$ cat config.mk
export PLATFORM = sky130hd
export DESIGN_NAME = trs_inserter
export DESIGN_NICKNAME = d
export VERILOG_FILES = /design/src/rtl/trs_pkg.sv /design/src/rtl/trs_tap_line.sv /design/src/rtl/trs_sequencer.sv /design/src/rtl/trs_word_mux.sv /design/src/rtl/trs_inserter.sv
export SDC_FILE = /design/constraint.sdc
export NUM_CORES = 1
export LEC_CHECK = 0
export BUFFER_PORTS_ARGS = -buffer_cell sky130_fd_sc_hd__buf_2
export CORE_ASPECT_RATIO = 0.7
export CORE_UTILIZATION = 30
export CTS_BUF_LIST = sky130_fd_sc_hd__clkbuf_2 sky130_fd_sc_hd__clkbuf_4 sky130_fd_sc_hd__clkbuf_8
export DETAILED_ROUTE_END_ITERATION = 16
export GPL_ROUTABILITY_DRIVEN = 0
export MAX_ROUTING_LAYER = met4
export SYNTH_ARGS = -nofsm -noshare
export SYNTH_HDL_FRONTEND = slang
export SYNTH_SLANG_ARGS = --single-unit
$ cat constraint.sdc
create_clock -name clk -period 1.8 [get_ports clk]
set_input_delay 0.36 -clock clk [delete_from_list [all_inputs] [get_ports clk]]
set_output_delay 0.36 -clock clk [all_outputs]
set_load 0.03 [all_outputs]
$ cat src/rtl/trs_pkg.sv
package trs_pkg;

    // Words in one timing reference sequence: preamble of three plus XYZ.
    localparam int TRS_WORDS = 4;
    localparam int CNT_W     = $clog2(TRS_WORDS);

    typedef enum logic [2:0] {
        ST_ACT,
        ST_EAV,
        ST_HBLK,
        ST_SAV,
        ST_DTRS
    } trs_state_e;

    typedef struct packed {
        logic h;
        logic v;
        logic f;
    } tflag_t;

endpackage

$ cat src/rtl/trs_tap_line.sv
module trs_tap_line
    import trs_pkg::*;
#(
    parameter int DW    = 10,
    parameter int DEPTH = TRS_WORDS
) (
    input  logic                       clk,
    input  logic                       rst_n,
    input  logic [DW-1:0]              y_in,
    input  logic [DW-1:0]              c_in,
    input  tflag_t                     fl_in,
    output logic [DEPTH-1:0][DW-1:0]   y_tap,
    output logic [DEPTH-1:0][DW-1:0]   c_tap,
    output tflag_t [DEPTH-1:0]         fl_tap
);

    // Stage 0 is the input itself; stage i+1 is the input i+1 cycles ago.
    logic [DW-1:0] y_stage  [DEPTH+1];
    logic [DW-1:0] c_stage  [DEPTH+1];
    tflag_t        fl_stage [DEPTH+1];

    assign y_stage[0]  = y_in;
    assign c_stage[0]  = c_in;
    assign fl_stage[0] = fl_in;

    for (genvar i = 0; i < DEPTH; i++) begin : g_stage
        always_ff @(posedge clk or negedge rst_n) begin
            if (!rst_n) begin
                y_stage[i+1]  <= '0;
                c_stage[i+1]  <= '0;
                fl_stage[i+1] <= '0;
            end else begin
                y_stage[i+1]  <= y_stage[i];
                c_stage[i+1]  <= c_stage[i];
                fl_stage[i+1] <= fl_stage[i];
            end
        end

        assign y_tap[i]  = y_stage[i+1];
        assign c_tap[i]  = c_stage[i+1];
        assign fl_tap[i] = fl_stage[i+1];
    end

endmodule

$ cat src/rtl/trs_sequencer.sv
module trs_sequencer
    import trs_pkg::*;
#(
    parameter int DW = 10
) (
    input  logic                           clk,
    input  logic                           rst_n,
    input  logic                           trs_detect,
    input  logic                           h_now,
    input  logic [TRS_WORDS-1:0]           h_tap,
    input  logic [TRS_WORDS-1:0][DW-1:0]   y_tap,
    output trs_state_e                     st_d,
    output logic [CNT_W-1:0]               cnt_d,
    output trs_state_e                     st_q,
    output logic [CNT_W-1:0]               cnt_q,
    output logic                           trk_h,
    output logic                           trk_v
);

    localparam int                OLD     = TRS_WORDS - 1;
    localparam logic [CNT_W-1:0]  LAST    = CNT_W'(TRS_WORDS - 1);
    localparam int                H_BIT   = DW - 4;
    localparam int                V_BIT   = DW - 3;

    logic h_cur;
    logic sav_start;
    logic preamble;

    // Word being classified is the oldest tap.
    assign h_cur     = h_tap[OLD];
    // Start-of-active begins where the next four words are blanking and the fifth is not.
    assign sav_start = (&h_tap) & ~h_now;
    assign preamble  = (y_tap[OLD] == '1) && (y_tap[OLD-1] == '0) && (y_tap[OLD-2] == '0);

    // State register
    always_ff @(posedge clk or negedge rst_n) begin
        if (!rst_n) begin
            st_q  <= ST_ACT;
            cnt_q <= '0;
        end else begin
            st_q  <= st_d;
            cnt_q <= cnt_d;
        end
    end

    // Next-state decision
    always_comb begin
        st_d  = ST_ACT;
        cnt_d = '0;
        if (trs_detect) begin
            if (st_q == ST_DTRS && cnt_q != LAST) begin
                st_d  = ST_DTRS;
                cnt_d = cnt_q + 1'b1;
            end else if (preamble) begin
                st_d  = ST_DTRS;
            end
        end else begin
            unique case (st_q)
                ST_ACT, ST_DTRS: begin
                    if (h_cur) st_d = ST_EAV;
                end
                ST_EAV: begin
                    if (cnt_q != LAST) begin
                        st_d  = ST_EAV;
                        cnt_d = cnt_q + 1'b1;
                    end else if (sav_start) begin
                        st_d = ST_SAV;
                    end else if (h_cur) begin
                        st_d = ST_HBLK;
                    end
                end
                ST_HBLK: begin
                    if (sav_start)  st_d = ST_SAV;
                    else if (h_cur) st_d = ST_HBLK;
                end
                ST_SAV: begin
                    if (cnt_q != LAST) begin
                        st_d  = ST_SAV;
                        cnt_d = cnt_q + 1'b1;
                    end else if (h_cur) begin
                        st_d = ST_EAV;
                    end
                end
            endcase
        end
    end

    // Blanking flags recovered from embedded XYZ words
    always_ff @(posedge clk or negedge rst_n) begin
        if (!rst_n) begin
            trk_h <= 1'b0;
            trk_v <= 1'b0;
        end else if (trs_detect && st_d == ST_DTRS && cnt_d == LAST) begin
            trk_h <= y_tap[OLD][H_BIT];
            trk_v <= y_tap[OLD][V_BIT];
        end
    end

endmodule

$ cat src/rtl/trs_word_mux.sv
module trs_word_mux
    import trs_pkg::*;
#(
    parameter int             DW      = 10,
    parameter logic [DW-1:0]  Y_BLANK = DW'(10'h040),
    parameter logic [DW-1:0]  C_BLANK = DW'(10'h200)
) (
    input  logic              clk,
    input  logic              rst_n,
    input  trs_state_e        st_d,
    input  logic [CNT_W-1:0]  cnt_d,
    input  logic [DW-1:0]     y_cur,
    input  logic [DW-1:0]     c_cur,
    input  tflag_t            fl_cur,
    input  logic              proc_en,
    input  logic              trs_detect,
    input  logic              keep_data,
    input  logic              trk_h,
    input  logic              trk_v,
    output logic [DW-1:0]     y_out,
    output logic [DW-1:0]     c_out
);

    localparam logic [CNT_W-1:0] LAST = CNT_W'(TRS_WORDS - 1);

    logic [DW-1:0] xyz;
    logic [DW-1:0] y_nx;
    logic [DW-1:0] c_nx;
    logic          f_bit;
    logic          h_bit;
    logic          blank_zone;

    assign f_bit = fl_cur.f & proc_en;
    assign h_bit = (st_d == ST_EAV);

    always_comb begin
        xyz        = '0;
        xyz[DW-1]  = 1'b1;
        xyz[DW-2]  = f_bit;
        xyz[DW-3]  = fl_cur.v;
        xyz[DW-4]  = h_bit;
        xyz[DW-5]  = fl_cur.v ^ h_bit;
        xyz[DW-6]  = f_bit ^ h_bit;
        xyz[DW-7]  = f_bit ^ fl_cur.v;
        xyz[DW-8]  = f_bit ^ fl_cur.v ^ h_bit;
    end

    assign blank_zone = trs_detect ? (trk_h | trk_v) : (fl_cur.h | fl_cur.v);

    // Output selection
    always_comb begin
        y_nx = y_cur;
        c_nx = c_cur;
        unique case (st_d)
            ST_EAV, ST_SAV: begin
                if (cnt_d == '0) begin
                    y_nx = '1;
                    c_nx = '1;
                end else if (cnt_d == LAST) begin
                    y_nx = xyz;
                    c_nx = xyz;
                end else begin
                    y_nx = '0;
                    c_nx = '0;
                end
            end
            ST_DTRS: begin
                y_nx = y_cur;
                c_nx = c_cur;
            end
            ST_ACT, ST_HBLK: begin
                if (!keep_data && blank_zone) begin
                    y_nx = Y_BLANK;
                    c_nx = C_BLANK;
                end
            end
        endcase
    end

    always_ff @(posedge clk or negedge rst_n) begin
        if (!rst_n) begin
            y_out <= '0;
            c_out <= '0;
        end else begin
            y_out <= y_nx;
            c_out <= c_nx;
        end
    end

endmodule

$ cat src/rtl/trs_inserter.sv
module trs_inserter
    import trs_pkg::*;
#(
    parameter int             DW      = 10,
    parameter logic [DW-1:0]  Y_BLANK = DW'(10'h040),
    parameter logic [DW-1:0]  C_BLANK = DW'(10'h200)
) (
    input  logic           clk,
    input  logic           rst_n,
    input  logic [DW-1:0]  y_in,
    input  logic [DW-1:0]  c_in,
    input  logic           h_in,
    input  logic           v_in,
    input  logic           f_in,
    input  logic           proc_en,
    input  logic           trs_detect,
    input  logic           keep_data,
    output logic [DW-1:0]  y_out,
    output logic [DW-1:0]  c_out
);

    localparam int OLD = TRS_WORDS - 1;

    tflag_t                          fl_in;
    logic [TRS_WORDS-1:0][DW-1:0]    y_tap;
    logic [TRS_WORDS-1:0][DW-1:0]    c_tap;
    tflag_t [TRS_WORDS-1:0]          fl_tap;
    logic [TRS_WORDS-1:0]            h_tap;
    trs_state_e                      st_d;
    trs_state_e                      st_q;
    logic [CNT_W-1:0]                cnt_d;
    logic [CNT_W-1:0]                cnt_q;
    logic                            trk_h;
    logic                            trk_v;

    assign fl_in = '{h: h_in, v: v_in, f: f_in};

    for (genvar i = 0; i < TRS_WORDS; i++) begin : g_htap
        assign h_tap[i] = fl_tap[i].h;
    end

    trs_tap_line #(.DW(DW), .DEPTH(TRS_WORDS)) u_taps (
        .clk    (clk),
        .rst_n  (rst_n),
        .y_in   (y_in),
        .c_in   (c_in),
        .fl_in  (fl_in),
        .y_tap  (y_tap),
        .c_tap  (c_tap),
        .fl_tap (fl_tap)
    );

    trs_sequencer #(.DW(DW)) u_seq (
        .clk        (clk),
        .rst_n      (rst_n),
        .trs_detect (trs_detect),
        .h_now      (h_in),
        .h_tap      (h_tap),
        .y_tap      (y_tap),
        .st_d       (st_d),
        .cnt_d      (cnt_d),
        .st_q       (st_q),
        .cnt_q      (cnt_q),
        .trk_h      (trk_h),
        .trk_v      (trk_v)
    );

    trs_word_mux #(.DW(DW), .Y_BLANK(Y_BLANK), .C_BLANK(C_BLANK)) u_mux (
        .clk        (clk),
        .rst_n      (rst_n),
        .st_d       (st_d),
        .cnt_d      (cnt_d),
        .y_cur      (y_tap[OLD]),
        .c_cur      (c_tap[OLD]),
        .fl_cur     (fl_tap[OLD]),
        .proc_en    (proc_en),
        .trs_detect (trs_detect),
        .keep_data  (keep_data),
        .trk_h      (trk_h),
        .trk_v      (trk_v),
        .y_out      (y_out),
        .c_out      (c_out)
    );

endmodule

==> summary.md <==
| Metric | Value |
|---|---|
| Status | finished, violations left |
| Failing checks | negative setup slack |
| TritonCTS clock tree | yes |
| DRC Markers | 0 |
| Setup crit end kind | flip-flop |
| # IOs | 48 |
| Worst Slack Setup Final | -0.115 ns |
| DRT Pass-1 Iters | 4 |
| Ant. Diodes | 0 |
| FMAX | 522 MHz |
| Yosys top cell area share | 80.8% |
| Number of synthesized register bits | 119 |
| Share of the yosys chip area belonging to registers | 80.8% |
| Hold path depth | 1 |
| Routed wire length | 7090 um |
| CP max FO | 8 |
| Initial Util | 31.1% |
| Placed insts | 429 |
| Fin area | 5040 um2 |
| Final worst path period need | 1.92 ns |
| Post-synth EDFFs | 0 |
| Initial antenna violation count | 0 |
| Max-cap violations | 0 |
| Worst path required time | 2.11 ns |
| R2r startpoint | u_seq.st_q[0] |
| Vias in the first global route | 2081 |
| Clock Sinks | 119 |
| Die area | 12700 um2 |
| Top cells by count, synth | dfrtp_1 (119), a21o_1 (13), inv_1 (7) |
| Row cnt | 33 |
| Max Slew Vio Count | 0 |
| Post-route ant nets | 0 |
| Slew @ Worst Pin | 0.907 ns |
| Total congestion overflow | 0 |
| Yosys warnings | 0 |
| Syn Nets | 241 |
| Num CTS Buffers | 17 |
| Avg Cell Area, Syn | 17.6 um2 |
| Setup repair after global routing missed its margin | true |
| Yosys cell types | 39 |
| Worst R2R Path Depth | 6 |
| Area contributors post-synth | dfrtp_1 (81%), a21o_1 (2.6%), a21bo_1 (1.4%) |
| Post-DP HPWL | 4270 um |
| WP data arrival | 2.23 ns |
| Fin. Hold Viols | 0 |
| Most used DFF post-synth | dfrtp_1 |
| Pwr Density | 1200 nW/um2 |
| First-pass GRT wire length | 10600 um |
| Synthesized area | 3690 um2 |
| Pin count of the biggest net entering global routing | 56 |
| Gate Count Post-Synth | 210 |
| Layout net count | 340 |
| Top-count cell post-synth | dfrtp_1 |
| Final Core Density | 42.6% |
| Crit share post-route | 106% |
| HP Class | primary input to flip-flop |
| Final setup viols | 22 |
| Max Clock Skew | 0.00731 ns |
| Placed cell area | 4270 um2 |
| DR vias/cell | 4.33 |
| H-tree depth | 4 |
| Multi-input gate area | 873 um2 |
| Share of layout cells above drive strength 1 | 47.2% |
| Drt first-iter violations | 115 |
| Clock Tree Buf Depth | 2 |
| Fill count | 1035 |
| Clock-pin slew on the worst setup and hold paths | 0.07 ns |
| Start point of the critical path | u_seq.st_q[0] |
| Total number of vias | 2072 |
| Critical hold path startpoint | c_in[5] |
| Die height | 94.7 um |
| Die width | 134 um |
| Slew margin rel. | 39.0% |
| IO buf count | 47 |
| Final hold slack | 0.0396 ns |
| Reg area | 2980 um2 |
| Core footprint | 11900 um2 |
| Avg WL per Cell | 14.8 um |
| Clk Latency, worst-skew pair | 0.42 ns |
| Total Routing Usage GR | 12.1% |
| LEAKAGE | 0.00238 uW |
| Non-Filler Instances | 479 |
| Max VDD drop | 534 uV |
| Crit Path Class | flip-flop to flip-flop |
| CTS root buf | clkbuf_8 |
| Asr flop ratio synth | 100% |
| Crit path launch type | flip-flop |
| Synth area leader | dfrtp_1 |
| Area grow syn2layout | 36.9% |
==> power breakdown <==
group	total, uW	internal (uW)	switching [uW]
Clock	2610	1590	1020
Combinational	510	195	315
Sequential	2910	2840	71.6
Total	6030	4630	1400
==> placed cells by master (no fill, tap or decap), types with 4 or more instances in the layout <==
| cell | count |
|---|---|
| clkbuf_8 | 19 |
| bufinv_16 | 4 |
| nand2_1 | 4 |
| buf_4 | 27 |
| o31a_4 | 4 |
| inv_2 | 4 |
| a21o_1 | 13 |
| a21bo_1 | 5 |
| nor4_4 | 4 |
| clkinvlp_4 | 4 |
| a21oi_1 | 4 |
| buf_2 | 46 |
| dfrtp_1 | 117 |
==> path summary, 6_finish.rpt <==
| kind | slack (ns) | endpoint |
|---|---|---|
| setup reg to reg | -0.12 | u_mux.y_out[5] |
| max in group asynchronous | 0.81 | u_taps.c_tap[37] |
| hold / removal | 0.04 | u_taps.c_tap[5] |
| min in group asynchronous | 0.40 | u_taps.fl_tap[8] |
| setup / recovery | -0.12 | u_mux.y_out[5] |
| hold reg to reg | 0.35 | u_taps.c_tap[34] |
==> stage by stage <==
step | setup WS, ns | TNS (ns) | power (uW)
3_3_place_gp | -0.172 | -1.59 | 3390
3_5_place_dp | -0.208 | -2.81 | 3400
4_1_cts | -0.0925 | -0.981 | 6050
6_report | -0.115 | -1.80 | 6030
2_1_floorplan | 0.000839 | 0 | 3180
5_1_grt | -0.219 | -3.71 | 6280
==> cell type report <==
cell class / count / area share (%)
Timing Repair Buffer: 79 / 10.4
Sequential cell: 119 / 59.1
Clock buffer: 20 / 5.33
Tap cell: 157 / 3.89
Multi-Input combinational cell: 85 / 17.3
Clock inverter: 12 / 3.45
Inverter: 7 / 0.521
==> kinds of logic after synthesis <==
family | synth area share (%)
fa+ha+maj | 1.02
flops | 80.8
simple gates | 6.99
buf+inv | 1.46
xor+xnor | 0.238
compound gates | 8.69
mux | 0.815
==> routing by layer <==
layer	GRT usage, %	up-vias	part of all wire [%]
met2	16.7	86	46
met3	5.21	11	8.3
met1	14.8	1032	44
li1	-	943	-
met4	6.84	0	1.3
met5	-	-	0
==> timing repair <==
item | in CTS | in global routing
pin swaps | 8 | 20
setup buffers | 4 | 9
setup endpoints to repair | 22 | 22
gates cloned | 1 | 3
gates resized for setup | 11 | 26
hold endpoints to repair | 23 | 0
hold buffers | 1 | 0
==> worst max-delay path: stages, from the launching register on <==
cell and delay [ns]:
dfrtp_2 0.45, buf_4 0.17, nor2b_1 0.14, o211ai_2 0.42
a21oi_1 0.16, o31ai_2 0.23, a21bo_1 0.24
==> sequential cells by signal, indices dropped and copies added (netlist names) <==
signal and cells:
u_taps.y_tap 40, u_taps.c_tap 40, u_seq.st_q 3, u_mux.c_out 10
u_seq.trk_v 1, u_seq.trk_h 1, u_mux.y_out 10, u_taps.fl_tap 12
u_seq.cnt_q 2
Power figures use the tool's default switching activity.
